<file path="config.mk">
export PLATFORM = sky130hd
export DESIGN_NAME = pulse_cnt_bank
export DESIGN_NICKNAME = d
export VERILOG_FILES = /design/src/rtl/pcb_pkg.sv /design/src/rtl/pcb_cmd_dec.sv /design/src/rtl/pcb_sync_edge.sv /design/src/rtl/pcb_channel.sv /design/src/rtl/pulse_cnt_bank.sv
export SDC_FILE = /design/constraint.sdc
export NUM_CORES = 1
export LEC_CHECK = 0
export BUFFER_PORTS_ARGS = -buffer_cell sky130_fd_sc_hd__buf_4
export CORE_MARGIN = 8
export CORE_UTILIZATION = 43
export CTS_BUF_LIST = sky130_fd_sc_hd__clkbuf_8
export DETAILED_ROUTE_END_ITERATION = 10
export PLACE_DENSITY_LB_ADDON = 0.2
export SLEW_MARGIN = 10
export SYNTH_ARGS = -nofsm -noshare
export SYNTH_HDL_FRONTEND = slang
export SYNTH_HIERARCHICAL = 1
export SYNTH_SLANG_ARGS = --single-unit
</file>
<file path="constraint.sdc">
create_clock -name clk -period 5.2 [get_ports clk]
set_input_delay 1.04 -clock clk [delete_from_list [all_inputs] [get_ports clk]]
set_output_delay 1.04 -clock clk [all_outputs]
set_load 0.03 [all_outputs]
</file>
<file path="src/rtl/pcb_pkg.sv">
package pcb_pkg;
  localparam int ARG_W = 16;
  localparam int OP_W  = 8;
  localparam int IDX_W = 3;

  localparam logic [OP_W-1:0] OP_CNT_EN  = 8'h28;
  localparam logic [OP_W-1:0] OP_CNT_LD  = 8'h29;
  localparam logic [OP_W-1:0] OP_OVF_IE  = 8'h2A;
  localparam logic [OP_W-1:0] OP_MAT_IE  = 8'h2B;
  localparam logic [OP_W-1:0] OP_EDGE    = 8'h2C;
  localparam logic [OP_W-1:0] OP_RDBACK  = 8'h2F;
  localparam logic [OP_W-1:0] OP_PRESET  = 8'h40;
  localparam logic [OP_W-1:0] OP_THRESH  = 8'h48;

  typedef struct packed {
    logic             en_wr;
    logic             load;
    logic             ovf_ie_wr;
    logic             mat_ie_wr;
    logic             edge_wr;
    logic             rd;
    logic             pre_wr;
    logic             thr_wr;
    logic [IDX_W-1:0] idx;
  } cmd_dec_t;
endpackage

</file>
<file path="src/rtl/pcb_cmd_dec.sv">
module pcb_cmd_dec
  import pcb_pkg::*;
(
  input  logic            valid_i,
  input  logic [OP_W-1:0] op_i,
  output cmd_dec_t        dec_o
);
  always_comb begin
    dec_o     = '0;
    dec_o.idx = op_i[IDX_W-1:0];
    if (valid_i) begin
      case (op_i)
        OP_CNT_EN: dec_o.en_wr     = 1'b1;
        OP_CNT_LD: dec_o.load      = 1'b1;
        OP_OVF_IE: dec_o.ovf_ie_wr = 1'b1;
        OP_MAT_IE: dec_o.mat_ie_wr = 1'b1;
        OP_EDGE:   dec_o.edge_wr   = 1'b1;
        OP_RDBACK: dec_o.rd        = 1'b1;
        default: begin
          if (op_i[OP_W-1:IDX_W] == OP_PRESET[OP_W-1:IDX_W]) dec_o.pre_wr = 1'b1;
          if (op_i[OP_W-1:IDX_W] == OP_THRESH[OP_W-1:IDX_W]) dec_o.thr_wr = 1'b1;
        end
      endcase
    end
  end
endmodule

</file>
<file path="src/rtl/pcb_sync_edge.sv">
module pcb_sync_edge #(
  parameter int NCH = 8
) (
  input  logic           clk,
  input  logic           rst,
  input  logic [NCH-1:0] pin_i,
  input  logic [NCH-1:0] fall_sel_i,
  output logic [NCH-1:0] ev_o
);
  logic [NCH-1:0] s1_q, s2_q, prev_q;
  logic [NCH-1:0] rise, fall;

  always_ff @(posedge clk) begin
    if (rst) begin
      s1_q   <= '0;
      s2_q   <= '0;
      prev_q <= '0;
    end else begin
      s1_q   <= pin_i;
      s2_q   <= s1_q;
      prev_q <= s2_q;
    end
  end

  assign rise = s2_q & ~prev_q;
  assign fall = ~s2_q & prev_q;

  for (genvar g = 0; g < NCH; g++) begin : g_sel
    assign ev_o[g] = fall_sel_i[g] ? fall[g] : rise[g];


    rise_once_chk: assert property (@(posedge clk) disable iff (rst)
      rise[g] |=> !rise[g]);

    fall_once_chk: assert property (@(posedge clk) disable iff (rst)
      fall[g] |=> !fall[g]);
  end
endmodule

</file>
<file path="src/rtl/pcb_channel.sv">
module pcb_channel #(
  parameter int            CW      = 16,
  parameter logic [CW-1:0] PRE_INI = '0,
  parameter logic [CW-1:0] THR_INI = '0
) (
  input  logic          clk,
  input  logic          rst,
  input  logic          step_i,
  input  logic          load_i,
  input  logic          pre_wr_i,
  input  logic          thr_wr_i,
  input  logic [CW-1:0] wdata_i,
  output logic [CW-1:0] cnt_o,
  output logic          ovf_o,
  output logic          mat_o
);
  logic [CW-1:0] cnt_q, pre_q, thr_q, nxt;
  logic          ovf_q, mat_q, wrap, do_step;

  assign wrap    = (cnt_q == {CW{1'b1}});
  assign nxt     = wrap ? pre_q : cnt_q + 1'b1;
  assign do_step = step_i & ~load_i;

  always_ff @(posedge clk) begin
    if (rst) begin
      cnt_q <= '0;
      pre_q <= PRE_INI;
      thr_q <= THR_INI;
      ovf_q <= 1'b0;
      mat_q <= 1'b0;
    end else begin
      if (pre_wr_i) pre_q <= wdata_i;
      if (thr_wr_i) thr_q <= wdata_i;
      if (load_i) begin
        cnt_q <= pre_q;
        ovf_q <= 1'b0;
        mat_q <= 1'b0;
      end else if (do_step) begin
        cnt_q <= nxt;
        if (wrap)         ovf_q <= 1'b1;
        if (nxt == thr_q) mat_q <= 1'b1;
      end
    end
  end

  assign cnt_o = cnt_q;
  assign ovf_o = ovf_q;
  assign mat_o = mat_q;


  cnt_hold_chk: assert property (@(posedge clk) disable iff (rst)
    (!step_i && !load_i) |=> $stable(cnt_q));

  cnt_inc_chk: assert property (@(posedge clk) disable iff (rst)
    (do_step && !wrap) |=> (cnt_q == $past(cnt_q) + 1'b1));

  wrap_reload_chk: assert property (@(posedge clk) disable iff (rst)
    (do_step && wrap) |=> (ovf_q && cnt_q == $past(pre_q)));

  match_cause_chk: assert property (@(posedge clk) disable iff (rst)
    $rose(mat_q) |-> $past(do_step));

  load_chk: assert property (@(posedge clk) disable iff (rst)
    load_i |=> (cnt_q == $past(pre_q) && !ovf_q && !mat_q));
endmodule

</file>
<file path="src/rtl/pulse_cnt_bank.sv">
module pulse_cnt_bank
  import pcb_pkg::*;
#(
  parameter int NCH = 8,
  parameter int CW  = 16
) (
  input  logic             clk,
  input  logic             rst,
  input  logic [NCH-1:0]   pin_i,
  input  logic             cmd_valid_i,
  input  logic [OP_W-1:0]  cmd_op_i,
  input  logic [ARG_W-1:0] cmd_arg_i,
  output logic             rd_valid_o,
  output logic [7:0]       rd_byte_o,
  output logic [NCH-1:0]   ovf_irq_o,
  output logic [NCH-1:0]   match_irq_o
);
  localparam logic [CW-1:0] THR_DEF = CW'(1) << (CW - 1);

  cmd_dec_t       dec;
  logic [NCH-1:0] mask;
  logic [NCH-1:0] cnt_en_q, ovf_ie_q, mat_ie_q, fall_sel_q;
  logic [NCH-1:0] ev, ovf_flag, mat_flag;
  logic [CW-1:0]  cnt_all [NCH];
  logic [CW-1:0]  rd_sel;
  logic           hi_pend_q;
  logic [7:0]     hi_byte_q;

  assign mask = cmd_arg_i[NCH-1:0];

  pcb_cmd_dec u_dec (
    .valid_i (cmd_valid_i),
    .op_i    (cmd_op_i),
    .dec_o   (dec)
  );

  always_ff @(posedge clk) begin
    if (rst) begin
      cnt_en_q   <= '0;
      ovf_ie_q   <= '0;
      mat_ie_q   <= '0;
      fall_sel_q <= '0;
    end else begin
      if (dec.en_wr)     cnt_en_q   <= mask;
      if (dec.ovf_ie_wr) ovf_ie_q   <= mask;
      if (dec.mat_ie_wr) mat_ie_q   <= mask;
      if (dec.edge_wr)   fall_sel_q <= mask;
    end
  end

  pcb_sync_edge #(.NCH(NCH)) u_sync (
    .clk        (clk),
    .rst        (rst),
    .pin_i      (pin_i),
    .fall_sel_i (fall_sel_q),
    .ev_o       (ev)
  );

  for (genvar g = 0; g < NCH; g++) begin : g_ch
    pcb_channel #(
      .CW      (CW),
      .PRE_INI ('0),
      .THR_INI (THR_DEF)
    ) u_ch (
      .clk      (clk),
      .rst      (rst),
      .step_i   (ev[g] & cnt_en_q[g]),
      .load_i   (dec.load & mask[g]),
      .pre_wr_i (dec.pre_wr && dec.idx == IDX_W'(g)),
      .thr_wr_i (dec.thr_wr && dec.idx == IDX_W'(g)),
      .wdata_i  (cmd_arg_i[CW-1:0]),
      .cnt_o    (cnt_all[g]),
      .ovf_o    (ovf_flag[g]),
      .mat_o    (mat_flag[g])
    );
  end

  always_comb begin
    rd_sel = '0;
    for (int i = 0; i < NCH; i++)
      if (cmd_arg_i[IDX_W-1:0] == IDX_W'(i)) rd_sel = cnt_all[i];
  end

  always_ff @(posedge clk) begin
    if (rst) begin
      rd_valid_o  <= 1'b0;
      rd_byte_o   <= '0;
      hi_pend_q   <= 1'b0;
      hi_byte_q   <= '0;
      ovf_irq_o   <= '0;
      match_irq_o <= '0;
    end else begin
      ovf_irq_o   <= ovf_flag & ovf_ie_q;
      match_irq_o <= mat_flag & mat_ie_q;
      if (dec.rd) begin
        rd_valid_o <= 1'b1;
        rd_byte_o  <= rd_sel[7:0];
        hi_byte_q  <= 8'(rd_sel >> 8);
        hi_pend_q  <= 1'b1;
      end else if (hi_pend_q) begin
        rd_valid_o <= 1'b1;
        rd_byte_o  <= hi_byte_q;
        hi_pend_q  <= 1'b0;
      end else begin
        rd_valid_o <= 1'b0;
      end
    end
  end


  rd_lo_chk: assert property (@(posedge clk) disable iff (rst)
    dec.rd |=> rd_valid_o);

  rd_hi_chk: assert property (@(posedge clk) disable iff (rst)
    dec.rd |-> ##2 rd_valid_o);

  ovf_irq_chk: assert property (@(posedge clk) disable iff (rst)
    ((ovf_irq_o & ~$past(ovf_ie_q)) == '0));

  match_irq_chk: assert property (@(posedge clk) disable iff (rst)
    ((match_irq_o & ~$past(mat_ie_q)) == '0));
endmodule

</file>
Yosys cells after proc, flatten, opt, wreduce, memory -nomap -nowiden
Cells that the tools add are included. W data, S select, Z words.

Add/sub/neg operators: 8. $mul: 0. Divide/modulo/power cells: 0. Magnitude comparators: 0. Eq/ne operators: 38. Shift-type cells: 0. Mux-type cells: 55. Bitwise logic cells: 38. Reductions and logical operators: 52.

Operators by type and width (count): $mux W16 (32); $add A16 B1 Y16 const B (8); $eq A16 B16 Y1 (8); $eq A16 B16 Y1 const B (8); $eq A8 B6 Y1 const B (6); $and A8 B8 Y8 (4); $reduce_and A2 Y1 (16); $and A1 B1 Y1 (24); $eq A3 B3 Y1 const B (8); $mux W8 (3); $mux W1 (19); $reduce_bool A2 Y1 (9); $logic_and A1 B1 Y1 (16); $not A8 Y8 (2); $reduce_or A2 Y1 (8); $eq A3 B2 Y1 const B (4); $eq A5 B4 Y1 const B (2); $not A1 Y1 (8); $eq A3 B1 Y1 const B (2); $logic_not A3 Y1 (2); $reduce_or A6 Y1 (1); $mux W2 (1).

Flip-flop bits (word level): 490. Bits in latches: 0. RAM bits: 0. Bits in read-only memories: 0. Bits of input ports: 35. Output and inout port bits: 25. Word-level logic and storage cells: 244. Memories kept: 0.

Depth between registers and ports, before layout
Depth after elaboration: 10. Gate-level depth with buffers: 12. Mapped depth without buffers: 10.

By module
The synthesis kept the hierarchy.

Modules (own cells, without submodules): pcb_channel at g_ch[0].u_ch ... (times used 6, cells an instance 345, area an instance 2877.8 µm², sequential area each 1001.0 µm²); pcb_channel at g_ch[6].u_ch ... (times used 2, cells an instance 348, area an instance 2869.0 µm², sequential area each 1001.0 µm²); pulse_cnt_bank (times used 1, cells an instance 460, area an instance 3885.0 µm², sequential area each 1321.3 µm²); pcb_sync_edge (times used 1, cells an instance 74, area an instance 823.3 µm², sequential area each 480.5 µm²); pcb_cmd_dec (times used 1, cells an instance 19, area an instance 142.6 µm², sequential area each 0.0 µm²).

Worst setup path after synthesis
No wires, ideal clock.

Path kind: input -> register. From: input port cmd_op_i[4]. To: register g_ch[0].u_ch.thr_q[10]. Library setup time: 0.128 ns. Arrival time: 3.158 ns. Slack: 1.914 ns. Stages on the path: 9. Cell sequence: or3b_1 > buf_6 > nor4_1 > nand2b_1 > nor3_1 > clkbuf_1 > buf_1 > mux2i_1 > nor2_1.

RTL lines: start, declared (RTL line pulse_cnt_bank.sv:11) `input logic [OP_W-1:0] cmd_op_i,`; end signal, assigned (RTL line pcb_channel.sv:33) `if (thr_wr_i) thr_q <= wdata_i;`; end, declared (RTL line pcb_channel.sv:17) `logic [CW-1:0] cnt_q, pre_q, thr_q, nxt;`.

Final worst setup path
From: register g_ch[7].u_ch.cnt_q[0]. To: register g_ch[7].u_ch.mat_q.

Cells in the longest elaborated chain, start to end: 4. Elaborated cells on any way between the ends: 5. Classes of those cells: 1 x add/sub; 2 x eq/ne; 1 x mux; 1 x reduce/logical.

RTL lines: start, declared (RTL line pcb_channel.sv:17); start signal, assigned (RTL line pcb_channel.sv:35) `cnt_q <= pre_q;`; start signal, assigned (RTL line pcb_channel.sv:39) `cnt_q <= nxt;`; $add A16 B1 Y16 or $eq A16 B16 Y1 (tied branches) (RTL line pcb_channel.sv:21, pcb_channel.sv:20); $mux W16 * (RTL line pcb_channel.sv:21) `assign nxt = wrap ? pre_q : cnt_q + 1'b1;`; $eq A16 B16 Y1 * (RTL line pcb_channel.sv:41) `if (nxt == thr_q) mat_q <= 1'b1;`; $reduce_and A2 Y1 (no line) *; end signal, assigned (RTL line pcb_channel.sv:30) `mat_q <= 1'b0;`; end signal, assigned (RTL line pcb_channel.sv:37) `mat_q <= 1'b0;`; end signal, assigned (RTL line pcb_channel.sv:41); end, declared (RTL line pcb_channel.sv:18) `logic ovf_q, mat_q, wrap, do_step;`.

Mark *: on every way between the ends. The rest lies on a longest branch, timed or not. A chain may end at the register's enable or synchronous reset.

==> qor.yml <==
status: "finished clean"
crit_arrival_ns: 4.22
syn_avg_cell_area_sq_um: 8.39
routedWlPerCell_um: 22.8
cts.sinks: 490
synth_ff_type: "dfxtp_1"
routed_wirelength_um: 95500
fp.coreArea_sq_mm: 0.0642
holdBufCountCts: 0
synthesis.area_sq_mm: 0.0279
start_util: 0.434
grt_setup_unrepaired: "false"
slowest_delay_ns: 0.74
finalNetCount: 3313
clk_latency_ns: 0.69
critPathCaptureType: "register"
post-route-min-period_ns: 3.63
ctsHtreeMaxLevel: 3
clk_pin_slew_ns: 0.06
p_clk_frac: 0.482
hold_viol_final: 0
drc_errors: 0
async_flop_share: 0
r2r-end: "g_ch[7].u_ch/mat_o"
crit_fanout: 12
hold_end: "match_irq_o[3]"
min_period_over_period: 0.698
die_x_um: 271
net-switching-power_mw: 1.90
swShare: 0.242
cts_root_buffer: "clkbuf_8"
final_max_slew_viol_count: 0
numPortBuffers: 59
num_rows: 93
setup_viol_count_final: 0
cp-start-kind: "register"
worstSetupPathType: "register to register"
seq_power_share: 0.480
ff_latch_area_sq_mm: 0.00981
worst_pin_slew_ns: 1.14
holdCritStartpoint: "mat_ie_q[3]"
finClkSkew_ns: 0.0377
yosys.area.top_type: "dfxtp_1"
worstRegToRegCells: 7
vdd_drop_max_mv: 0.151
die_area_sq_mm: 0.0732
crit_required_ns: 5.79
grt_max_degree: 86
initialDrtViolationCount: 2442
hpwl_um: 64300
power_frac_comb: 0.038
synth_top_area_share: 0.352
place_congestion: 0.976
numCtsBuffers: 89
power.density_mw_per_mm2: 259
syn_inst: 3319
dp_cells: 4034
dr_total_vias: 25100
hold_path_depth: 2
num-fill-cells: 6264
grtUsageTotal: 0.250
grt_pass1_wl_um: 145000
synth.most_common_cell: "nor2_1"
grt_pass1_vias: 23700
synth-seq-cells: 490
multi_input_area_sq_mm: 0.0166
setup_tns_ns: 0
synth_fp_nets: 3362
ys_warn_count: 6
overflow: 0
synth_commonest_cells: "nor2_1, dfxtp_1, mux2i_1"
hold_path.class: "register to register"
die_h_um: 271
leakagePower_nw: 10.4
io_pins: 60
cp_slowest_cell: "nor2_1"
cts_resized: 0
r2r-start: "g_ch[7].u_ch/cnt_o[0]"
area_growth_pct: 9.29
yosys-top-cells-area: "dfxtp_1, mux2i_1, nor2_1, xnor2_1, nand2_1"
synth-edff-count: 0
max_cap_violations: 0
cts.path.max_buffers: 3
postRouteAntennaNets: 0
antenna_found_initial: 2
power.internal_mw: 5.97
fmax_ghz: 0.275
yosysSeqAreaShare: 0.352
path_cells: "ha_1 -> nand3_2 -> or3_1 -> nor2_1 -> o2111ai_1 -> or4_1 -> o31ai_1"
dr.pass1.iters: 5
drive_above_1_share: 0.122
rrSetupSlack_ns: 1.57
cts_post_setup_buffers_inserted: 0
cts_tree: "yes"
via_per_inst: 5.99
synth_cell_types: 84
final_cells: 4193
relSlewSlack: 0.240
[worst max-delay path, delay by kind of cell, from the launching register on]
| family | cells | cell delay [ns] |
|---|---|---|
| flops | 1 | 0.57 |
| fa+ha+maj | 1 | 0.39 |
| simple gates | 4 | 2.14 |
| compound gates | 2 | 0.45 |
[placed cells by master (no fill, tap or decap), types with 16 or more instances in the layout]
| cell | instances |
|---|---|
| a211o_1 | 22 |
| nor2b_1 | 17 |
| nor3_2 | 28 |
| nand4_1 | 51 |
| inv_1 | 96 |
| a21oi_1 | 155 |
| a21o_1 | 20 |
| or2_2 | 24 |
| o21ai_1 | 19 |
| nand3b_1 | 23 |
| nor3_1 | 58 |
| o22ai_1 | 46 |
| and4_1 | 16 |
| o21a_1 | 29 |
| nand3_1 | 112 |
| buf_4 | 107 |
| dfxtp_1 | 490 |
| clkbuf_8 | 119 |
| nor4_1 | 30 |
| and3_1 | 48 |
| nand2_1 | 210 |
| o21ai_0 | 78 |
| a221oi_1 | 46 |
| xnor2_1 | 122 |
| a211oi_1 | 40 |
| mux2i_1 | 349 |
| nor2_1 | 526 |
| and2_1 | 32 |
| mux2_2 | 16 |
| nand2b_1 | 35 |
| xor2_1 | 56 |
[through the flow]
step / hold WS [ns] / worst slack, ns / instance area, sq um / power [mW] / utilization
4_1_cts: 0.432 / 1.66 / 30400 / 7.96 / 0.474
3_3_place_gp: 0.421 / 1.05 / 28600 / 4.15 / 0.445
3_5_place_dp: 0.422 / 0.985 / 28600 / 4.16 / 0.445
2_1_floorplan: 0.409 / 1.91 / 27900 / 4.01 / -
5_1_grt: 0.451 / 1.40 / 30400 / 8.15 / 0.474
6_report: 0.432 / 1.57 / 30400 / 7.87 / 0.474
[metal layers]
| layer | vias up | routed length, um | GRT usage |
|---|---|---|---|
| met5 | - | 0 | 0 |
| met2 | 991 | 41700 | 0.385 |
| met1 | 12200 | 42600 | 0.336 |
| met4 | 0 | 4170 | 0.113 |
| li1 | 11700 | - | - |
| met3 | 206 | 7000 | 0.0478 |
[worst max path at each step]
stage | startpoint | end | slack [ns] | depth (start not counted)
2_1_floorplan | cmd_op_i[4] | g_ch[0].u_ch/thr_q[10] | 1.91 | 9
3_5_place_dp | cmd_op_i[4] | g_ch[3].u_ch/mat_o | 0.99 | 11
5_1_grt | g_ch[7].u_ch/cnt_o[0] | g_ch[7].u_ch/mat_o | 1.40 | 7
6_report | g_ch[7].u_ch/cnt_o[0] | g_ch[7].u_ch/mat_o | 1.57 | 7
4_1_cts | g_ch[7].u_ch/cnt_o[0] | g_ch[7].u_ch/mat_o | 1.66 | 7
3_3_place_gp | cmd_op_i[4] | g_ch[3].u_ch/mat_o | 1.05 | 11
[area by class of cell]
type | instances | area share
well taps | 855 | 0.0351
flip-flops and latches | 490 | 0.322
repair buffers | 109 | 0.0275
clock buffers | 119 | 0.0538
clock inverters | 37 | 0.00695
diodes | 3 | 0.000247
multi-input cells | 2502 | 0.544
inverters | 78 | 0.00962
[cells by family after synthesis]
logic type,share of synthesized area
AOI/OAI and AO/OA,0.154
xor gates and xnor gates,0.0560
adders and majority gates,0.00359
buffers and inverters,0.0556
DFF,0.352
muxes,0.133
and+or+nand+nor,0.246
[power groups by stage]
stage	combinational, mW	clock (mW)	sequential [mW]
CTS	0.299	3.89	3.78
global route	0.314	4.06	3.77
finish	0.298	3.80	3.78
detailed placement	0.299	0	3.86
floorplan	0.157	0	3.85
global placement	0.297	0	3.86
Note: power is estimated with default switching activity, not from simulation.
